File: src/rtl/fetch_decode_front.sv
module fetch_decode_front #(
  parameter int          STORE_PC_OFS = 8,
  parameter logic [31:0] RESET_PC     = 32'h0
) (
  input  logic        clk,
  input  logic        rst_n,
  input  logic        stall,
  input  logic        redir_valid,
  input  logic [31:0] redir_target,
  output logic [31:0] imem_addr,
  input  logic [31:0] imem_rdata,
  output logic [3:0]  rf_idx_a,
  output logic [3:0]  rf_idx_b,
  output logic [3:0]  rf_idx_c,
  input  logic [31:0] rf_val_a,
  input  logic [31:0] rf_val_b,
  input  logic [31:0] rf_val_c,
  output logic        op_valid,
  output logic [31:0] op_instr,
  output logic [31:0] op_addr,
  output logic [31:0] op_a,
  output logic [31:0] op_b,
  output logic [31:0] op_c
);
  localparam logic [3:0]  PC_IDX   = 4'd15;
  localparam logic [31:0] ST_EXTRA = 32'(STORE_PC_OFS - 8);

  logic [31:0] pc_q, fd_instr, fd_addr;
  logic        fd_valid;

  // incremented fetch PC: one word past fd_addr + 4, i.e. fd_addr + 8
  wire [31:0] pc_inc  = pc_q + 32'd4;
  wire        is_st   = fd_instr[25];

  assign imem_addr = pc_q;
  assign rf_idx_a  = fd_instr[19:16];
  assign rf_idx_b  = fd_instr[3:0];
  assign rf_idx_c  = fd_instr[15:12];

  wire [31:0] src_a = (rf_idx_a == PC_IDX) ? pc_inc : rf_val_a;
  wire [31:0] src_b = (rf_idx_b == PC_IDX) ? pc_inc : rf_val_b;
  wire [31:0] src_c = (rf_idx_c != PC_IDX) ? rf_val_c :
                      is_st ? pc_inc + ST_EXTRA : pc_inc;

  always_ff @(posedge clk or negedge rst_n) begin
    if (!rst_n) begin
      pc_q     <= RESET_PC;
      fd_valid <= 1'b0;
      fd_instr <= '0;
      fd_addr  <= '0;
      op_valid <= 1'b0;
      op_instr <= '0;
      op_addr  <= '0;
      op_a     <= '0;
      op_b     <= '0;
      op_c     <= '0;
    end else if (redir_valid) begin
      pc_q     <= redir_target;
      fd_valid <= 1'b0;
      op_valid <= 1'b0;
    end else if (!stall) begin
      pc_q     <= pc_inc;
      fd_valid <= 1'b1;
      fd_instr <= imem_rdata;
      fd_addr  <= pc_q;
      op_valid <= fd_valid;
      op_instr <= fd_instr;
      op_addr  <= fd_addr;
      op_a     <= src_a;
      op_b     <= src_b;
      op_c     <= src_c;
    end
  end
endmodule

File: config.mk
export PLATFORM = sky130hd
export DESIGN_NAME = fetch_decode_front
export DESIGN_NICKNAME = d
export VERILOG_FILES = /design/src/rtl/fetch_decode_front.sv
export SDC_FILE = /design/constraint.sdc
export NUM_CORES = 1
export LEC_CHECK = 0
export ABC_AREA = 0
export BUFFER_PORTS_ARGS = -buffer_cell sky130_fd_sc_hd__buf_4
export CELL_PAD_IN_SITES_DETAIL_PLACEMENT = 1
export CELL_PAD_IN_SITES_GLOBAL_PLACEMENT = 1
export CORE_MARGIN = 5
export CORE_UTILIZATION = 40
export CTS_CLUSTER_DIAMETER = 200
export CTS_CLUSTER_SIZE = 28
export DETAILED_ROUTE_END_ITERATION = 16
export GPL_TIMING_DRIVEN = 0
export PLACE_DENSITY_LB_ADDON = 0.1
export SETUP_SLACK_MARGIN = 0.1
export SLEW_MARGIN = 20
export SYNTH_ARGS = -nofsm -noshare
export SYNTH_HDL_FRONTEND = slang
export SYNTH_SLANG_ARGS = --single-unit
File: constraint.sdc
create_clock -name clk -period 3.5 [get_ports clk]
set_input_delay 0.525 -clock clk [delete_from_list [all_inputs] [get_ports clk]]
set_output_delay 0.525 -clock clk [all_outputs]
set_load 0.01 [all_outputs]
==> impl_metrics.toml, run 1 <==
[run_status]
status = "completed"

[logic_synthesis]
synth_xor_area_frac = 0.0356
synth_compound_area_frac = 0.102
syn_area_mm2 = 0.0116
ys_ff_latch = 258
synth_top_area_frac = 0.558
synthMuxAreaShare = 0.00368
synth_fa_ha_area_frac = 0.00108
synthesis.instances = 1338
avgSynthCellArea_um2 = 8.65
synth.yosys.seq_area_share = 0.558
synth_top_family_by_area = "simple AND/OR/NAND/NOR gates"
synth_warnings = 0
yosysTopAreaCell = "dfrtp_1"
synthTopCellsByArea = "dfrtp_1, nand2_1, o21ai_0"
synth-edff-count = 0
syn-num-nets = 1503
synth-simple-area-share = 0.257
yosys.cell_types.count = 40
synth_ff_type = "dfrtp_1"
postSynth.asyncResetShare = 1.00

[setup_path]
cp-start-kind = "primary input"
required_ns = 3.94
critPathMaxFanout = 10
critPathTopFamily = "buffers and inverters"
crit_top_cell = "clkbuf_1"
critPathBufInv = 5
crit_path_end_kind = "flip-flop"
cp.arrival_ns = 3.31
cp_slowest_cell = "clkbuf_1"
path_cells = "buf_4, clkbuf_1, nor2_1, clkbuf_1, clkbuf_1, clkbuf_1, nand2_1, nand2_1"
criticalPathCategory = "primary input to flip-flop"
worst_path_largest_cell_delay_ns = 0.66

[global_routing]
met1_usage = 0.341
grt_overflow_total = 0
gr-usage-met3 = 0.0706
grt_use_total = 0.274
grtUsageMet2 = 0.472
grt_pass1_vias = 11859
busiest_layer = "met2"
grt_antenna_before_repair = 3
grt_pass1_wl_um = 70400
grt_max_degree = 78

[clocking]
clk_pin_slew_worst_paths_ns = 0.11
clk_path_buf_depth = 3
cts_hold_buf = 1
numCtsBuffers = 13
root_buffer = "clkbuf_16"
clock_latency_ns = 0.51
cts_setup_buffers = 0
cts_tree = "done"
htree_levels = 1
clkSinkCount = 258
cts_resized = 0

[floorplan]
row_count = 62
initial_utilization = 0.404
die_x_um = 180
pin_count = 369
fp.dieArea_mm2 = 0.0324
core_mm2 = 0.0286
die_h_um = 180

[routing]
vias = 11133
drt_pass1_iterations = 5
detail_route.vias_per_cell = 5.28
postRouteAntennaNets = 0
drc_errors = 0
avgRoutedWirePerCell_um = 21.8
drt_iter0_drc = 590
totalWireLength_um = 45900

[place]
io_buffers = 368
place_inst = 2093
place.gp.congestion = 0.884
place_area_mm2 = 0.0149
hpwl_um = 35400
pre_cts_ws_ns = 0.123

[timing]
rsz0062_at_grt = "false"
layout_worst_path_cycle_share = 0.819
finalSetupViolCount = 0
slew_headroom = 0.348
skew_ns = 0.0457
fin_crit_ns = 2.87
timing_worst_slew_pin_value_ns = 0.970
drv_slew = 0
finalHoldViolations = 0
max_clock_freq_mhz = 349
fin_ws_ns = 0.633

[pwr]
vdd_drop_max_uv = 382
p_leak_nw = 7.61
powerDensity_mw_per_mm2 = 466

[layout]
fillers = 3486
area_growth_pct = 32.0
finalNonFillerCells = 2110
fin_area_mm2 = 0.0153
nets = 1890
ff_latch_area_mm2 = 0.00646
multiInputGateArea_mm2 = 0.00462
drive_above_1_share = 0.239

[worst_hold_path]
hp-class = "primary input to flip-flop"

[run]
max_cap_violations = 0
==> layout make-up <==
type,instances,share of cell area
Antenna cell,2,0.000328
Buffer,113,0.0318
Clock buffer,13,0.0213
Clock inverter,1,0.00197
Inverter,3,0.000737
Multi-Input combinational cell,964,0.302
Sequential cell,258,0.423
Tap cell,384,0.0314
Timing Repair Buffer,372,0.187
==> cells in the mapped netlist, drive strengths merged (2+ instances only) <==
| cell type | instances |
|---|---|
| nand2 | 490 |
| dfrtp | 258 |
| o21ai | 126 |
| clkbuf | 88 |
| nor2 | 60 |
| a21oi | 46 |
| nor3 | 33 |
| and3 | 32 |
| xnor2 | 32 |
| buf | 25 |
| nand4 | 22 |
| nand3 | 15 |
| nor4 | 15 |
| xor2 | 15 |
| a31oi | 12 |
| or3 | 10 |
| a211oi | 9 |
| a21o | 9 |
| o31a | 7 |
| and4 | 6 |
| o31ai | 6 |
| or4 | 4 |
| and2 | 3 |
| inv | 3 |
| mux2 | 2 |
| mux2i | 2 |
==> cells by family after synthesis <==
| group | Yosys count |
|---|---|
| XOR/XNOR | 47 |
| adder cells (fa/ha/maj) | 1 |
| AND/OR/NAND/NOR | 696 |
| AO/OA/AOI/OAI | 216 |
| buffers and inverters | 116 |
| multiplexers | 4 |
| flip-flops | 258 |
==> stage by stage <==
step | power, mW | hold slack [ns] | util | TNS (ns)
global route | 7.49 | 0.201 | 0.534 | 0
CTS | 7.20 | 0.198 | 0.534 | 0
finish | 7.12 | 0.214 | 0.534 | 0
floorplan | 4.40 | 0.229 | - | 0
detailed placement | 5.49 | 0.412 | 0.521 | 0
global placement | 5.42 | 0.445 | 0.518 | -88.23
==> tightest hold or removal path: cells and delay by family <==
| kind | cells | cell delay, ns |
|---|---|---|
| buffers and inverters | 1 | 0.07 |
| and+or+nand+nor | 2 | 0.08 |
==> registers in the layout (all words and copies together), names as in the netlist <==
| register | count |
|---|---|
| op_c | 32 |
| op_b | 32 |
| imem_addr | 32 |
| fd_addr | 32 |
| op_instr | 32 |
| fd_instr | 32 |
| op_valid | 1 |
| op_a | 32 |
| op_addr | 32 |
| fd_valid | 1 |
==> worst paths after layout <==
kind                               start           to  slack (ns)  depth (start not counted)
setup / recovery                   stall  fd_addr[19]        0.63                          8
hold / removal             imem_rdata[0]  fd_instr[0]        0.21                          3
setup reg to reg           imem_addr[10]     op_b[13]        0.66                          6
hold reg to reg               fd_addr[6]   op_addr[6]        0.47                          2
max in group asynchronous          rst_n      op_b[1]        1.92                          4
min in group asynchronous          rst_n  fd_addr[11]        0.48                          2
==> where the power goes <==
| group | internal [mW] | total [mW] | switching [mW] |
|---|---|---|---|
| Clock | 0.693 | 1.69 | 1.00 |
| Combinational | 0.801 | 1.75 | 0.953 |
| Sequential | 3.38 | 3.67 | 0.285 |
| Total | 4.88 | 7.12 | 2.24 |
==> cells in the final DEF, fill, tap and decap left out, drive strengths merged, types with 10 or more instances in the layout <==
cell type / count
a21oi: 46
a31oi: 12
and3: 32
buf: 396
clkbuf: 101
dfrtp: 258
nand2: 490
nand3: 15
nand4: 22
nor2: 60
nor3: 33
nor4: 15
o21ai: 126
or3: 10
xnor2: 32
xor2: 15
==> per-layer routing <==
| metal | vias to the layer above | share of wire | wire (µm) |
|---|---|---|---|
| li1 | 5163 | - | - |
| met1 | 5555 | 0.41 | 18800 |
| met2 | 347 | 0.49 | 22500 |
| met3 | 66 | 0.067 | 3090 |
| met4 | 2 | 0.034 | 1540 |
| met5 | - | 0.00044 | 20 |
Note: power is estimated with default switching activity, not from simulation.
==> inputs of run 2 (changes only) <==
- ABC_AREA: 0 -> 1
- CORE_UTILIZATION: 40 -> 37
- clock period: 3.5 -> 2.85 ns (I/O delays scaled with it)
==> impl_metrics.toml, run 2 <==
[logic_synthesis]
yosysTopAreaCell = "dfrtp_1"
synthTopCellsByArea = "dfrtp_1, nand2_1, nor2_1"
ys_ff_latch = 258
syn_area_mm2 = 0.0116
synth_warnings = 0
synth.yosys.seq_area_share = 0.554
synth_top_area_frac = 0.554
avgSynthCellArea_um2 = 7.89
yosys-top-cells-count = "nand2_1, dfrtp_1, nor2_1"
syn-num-nets = 1641
yosys.cell_types.count = 25
synth.most_common_cell = "nand2_1"
postSynth.asyncResetShare = 1.00
synth-edff-count = 0
synth_ff_type = "dfrtp_1"
synthesis.instances = 1476

[routing]
vias = 11458
avgRoutedWirePerCell_um = 20.9
drc_errors = 0
totalWireLength_um = 47400
detail_route.vias_per_cell = 5.05
postRouteAntennaNets = 0
drt_pass1_iterations = 4
drt_iter0_drc = 747

[place]
place.gp.congestion = 0.895
place_inst = 2248
io_buffers = 367
hpwl_um = 36800
pre_cts_ws_ns = 0.671
place_area_mm2 = 0.0150

[clocking]
cts_setup_buffers = 0
htree_levels = 1
numCtsBuffers = 13
cts_resized = 0
root_buffer = "clkbuf_16"
clkSinkCount = 258
clk_pin_slew_worst_paths_ns = 0.12
cts_hold_buf = 1
clk_path_buf_depth = 3
cts_tree = "done"
clock_latency_ns = 0.52

[floorplan]
die_h_um = 187
core_mm2 = 0.0313
pin_count = 369
initial_utilization = 0.372
row_count = 65
fp.dieArea_mm2 = 0.0351
die_x_um = 187

[worst_hold_path]
hp-class = "primary input to flip-flop"
holdPathStages = 3
hold_path_startpoint = "redir_target[1]"
hold_end = "imem_addr[1]"

[layout]
fin_area_mm2 = 0.0154
final_common_cell = "nand2_1"
final_cell_mix = "nand2_1, buf_4, dfrtp_1"
finalNonFillerCells = 2268
fillers = 3888
final_util = 0.491
area_growth_pct = 32.0
nets = 2027
drive_above_1_share = 0.238

[global_routing]
grt_pass1_wl_um = 72500
grt_overflow_total = 0
grt_antenna_before_repair = 6
grt_max_degree = 78
grt_use_total = 0.262
grt_pass1_vias = 12166

[setup_path]
r2r-start = "imem_addr[3]"
cp-start-kind = "flip-flop"
r2r_cells = 7
r2r_setup_slack_ns = 0.62
crit_top_cell = "nand2_1"
worst_path_largest_cell_delay_ns = 0.64
criticalPathCategory = "flip-flop to flip-flop"
cp.arrival_ns = 2.67
cp_slowest_cell = "xnor2_1"
crit_path_end_kind = "flip-flop"
r2r_end = "op_c[10]"
required_ns = 3.29
critPathMaxFanout = 8
path_cells = "ha_1, nand2_1, nor2_1, nand2_2, xnor2_1, nand2_1, a21oi_1"

[timing]
holdWs_ns = 0.111
finalSetupViolCount = 0
skew_ns = 0.0370
finalHoldViolations = 0
rsz0062_at_grt = "false"
slew_headroom = 0.419
drv_slew = 0
max_clock_freq_mhz = 449
layout_worst_path_cycle_share = 0.782
fin_ws_ns = 0.622
fin_crit_ns = 2.23
timing_worst_slew_pin_value_ns = 0.868

[run]
max_cap_violations = 0

[pwr]
p_leak_nw = 7.59
powerDensity_mw_per_mm2 = 576
vdd_drop_max_uv = 380

[run_status]
status = "completed"
## run 2: layer usage
metal / part of all wire / global-route usage
met1: 0.42 / 0.333
met2: 0.49 / 0.454
met4: 0.029 / 0.0748
met3: 0.058 / 0.0564
met5: 0.00042 / 0
## run 2: worst max path at each step
stage / startpoint / endpoint / slack (ns) / depth (start not counted)
floorplan: imem_addr[3] / op_a[30] / 1.25 / 10
global placement: rst_n / op_a[6] / -0.96 / 1
detailed placement: imem_addr[3] / op_c[10] / 0.67 / 7
CTS: imem_addr[3] / op_c[10] / 0.64 / 7
global route: imem_addr[2] / op_b[10] / 0.47 / 7
finish: imem_addr[3] / op_c[10] / 0.62 / 7
## run 2: worst max-delay path, delay by kind of cell, from the launching register on
| family | cells | cell delay [ns] |
|---|---|---|
| adders and majority gates | 1 | 0.24 |
| and+or+nand+nor | 4 | 0.64 |
| AOI/OAI and AO/OA | 1 | 0.17 |
| DFF | 1 | 0.45 |
| xor gates and xnor gates | 1 | 0.64 |
## run 2: through the flow
step                TNS [ns]  power, mW
global route               0       9.32
CTS                        0       8.95
floorplan                  0       5.45
global placement     -240.96       6.74
detailed placement         0       6.83
finish                     0       8.86
## run 2: cell families after synthesis
| logic type | count (synthesis) | share of synthesized area |
|---|---|---|
| simple gates | 811 | 0.277 |
| flops | 258 | 0.554 |
| compound gates | 227 | 0.0998 |
| buf+inv | 172 | 0.0631 |
| xor+xnor | 7 | 0.00526 |
| fa+ha+maj | 1 | 0.00107 |
## run 2: area by class of cell
cell class	count	area, µm²	share of cell area
Multi-Input combinational cell	1046	4460	0.290
Antenna cell	5	12.5	0.000814
Clock inverter	1	30.0	0.00195
Buffer	89	424	0.0276
Timing Repair Buffer	371	2860	0.186
Sequential cell	258	6460	0.420
Tap cell	402	503	0.0327
Clock buffer	13	325	0.0212
Inverter	83	312	0.0203
## run 2: where the power goes
group / switching, mW / internal, mW
logic: 1.19 / 0.993
clock network: 1.26 / 0.853
registers: 0.387 / 4.17
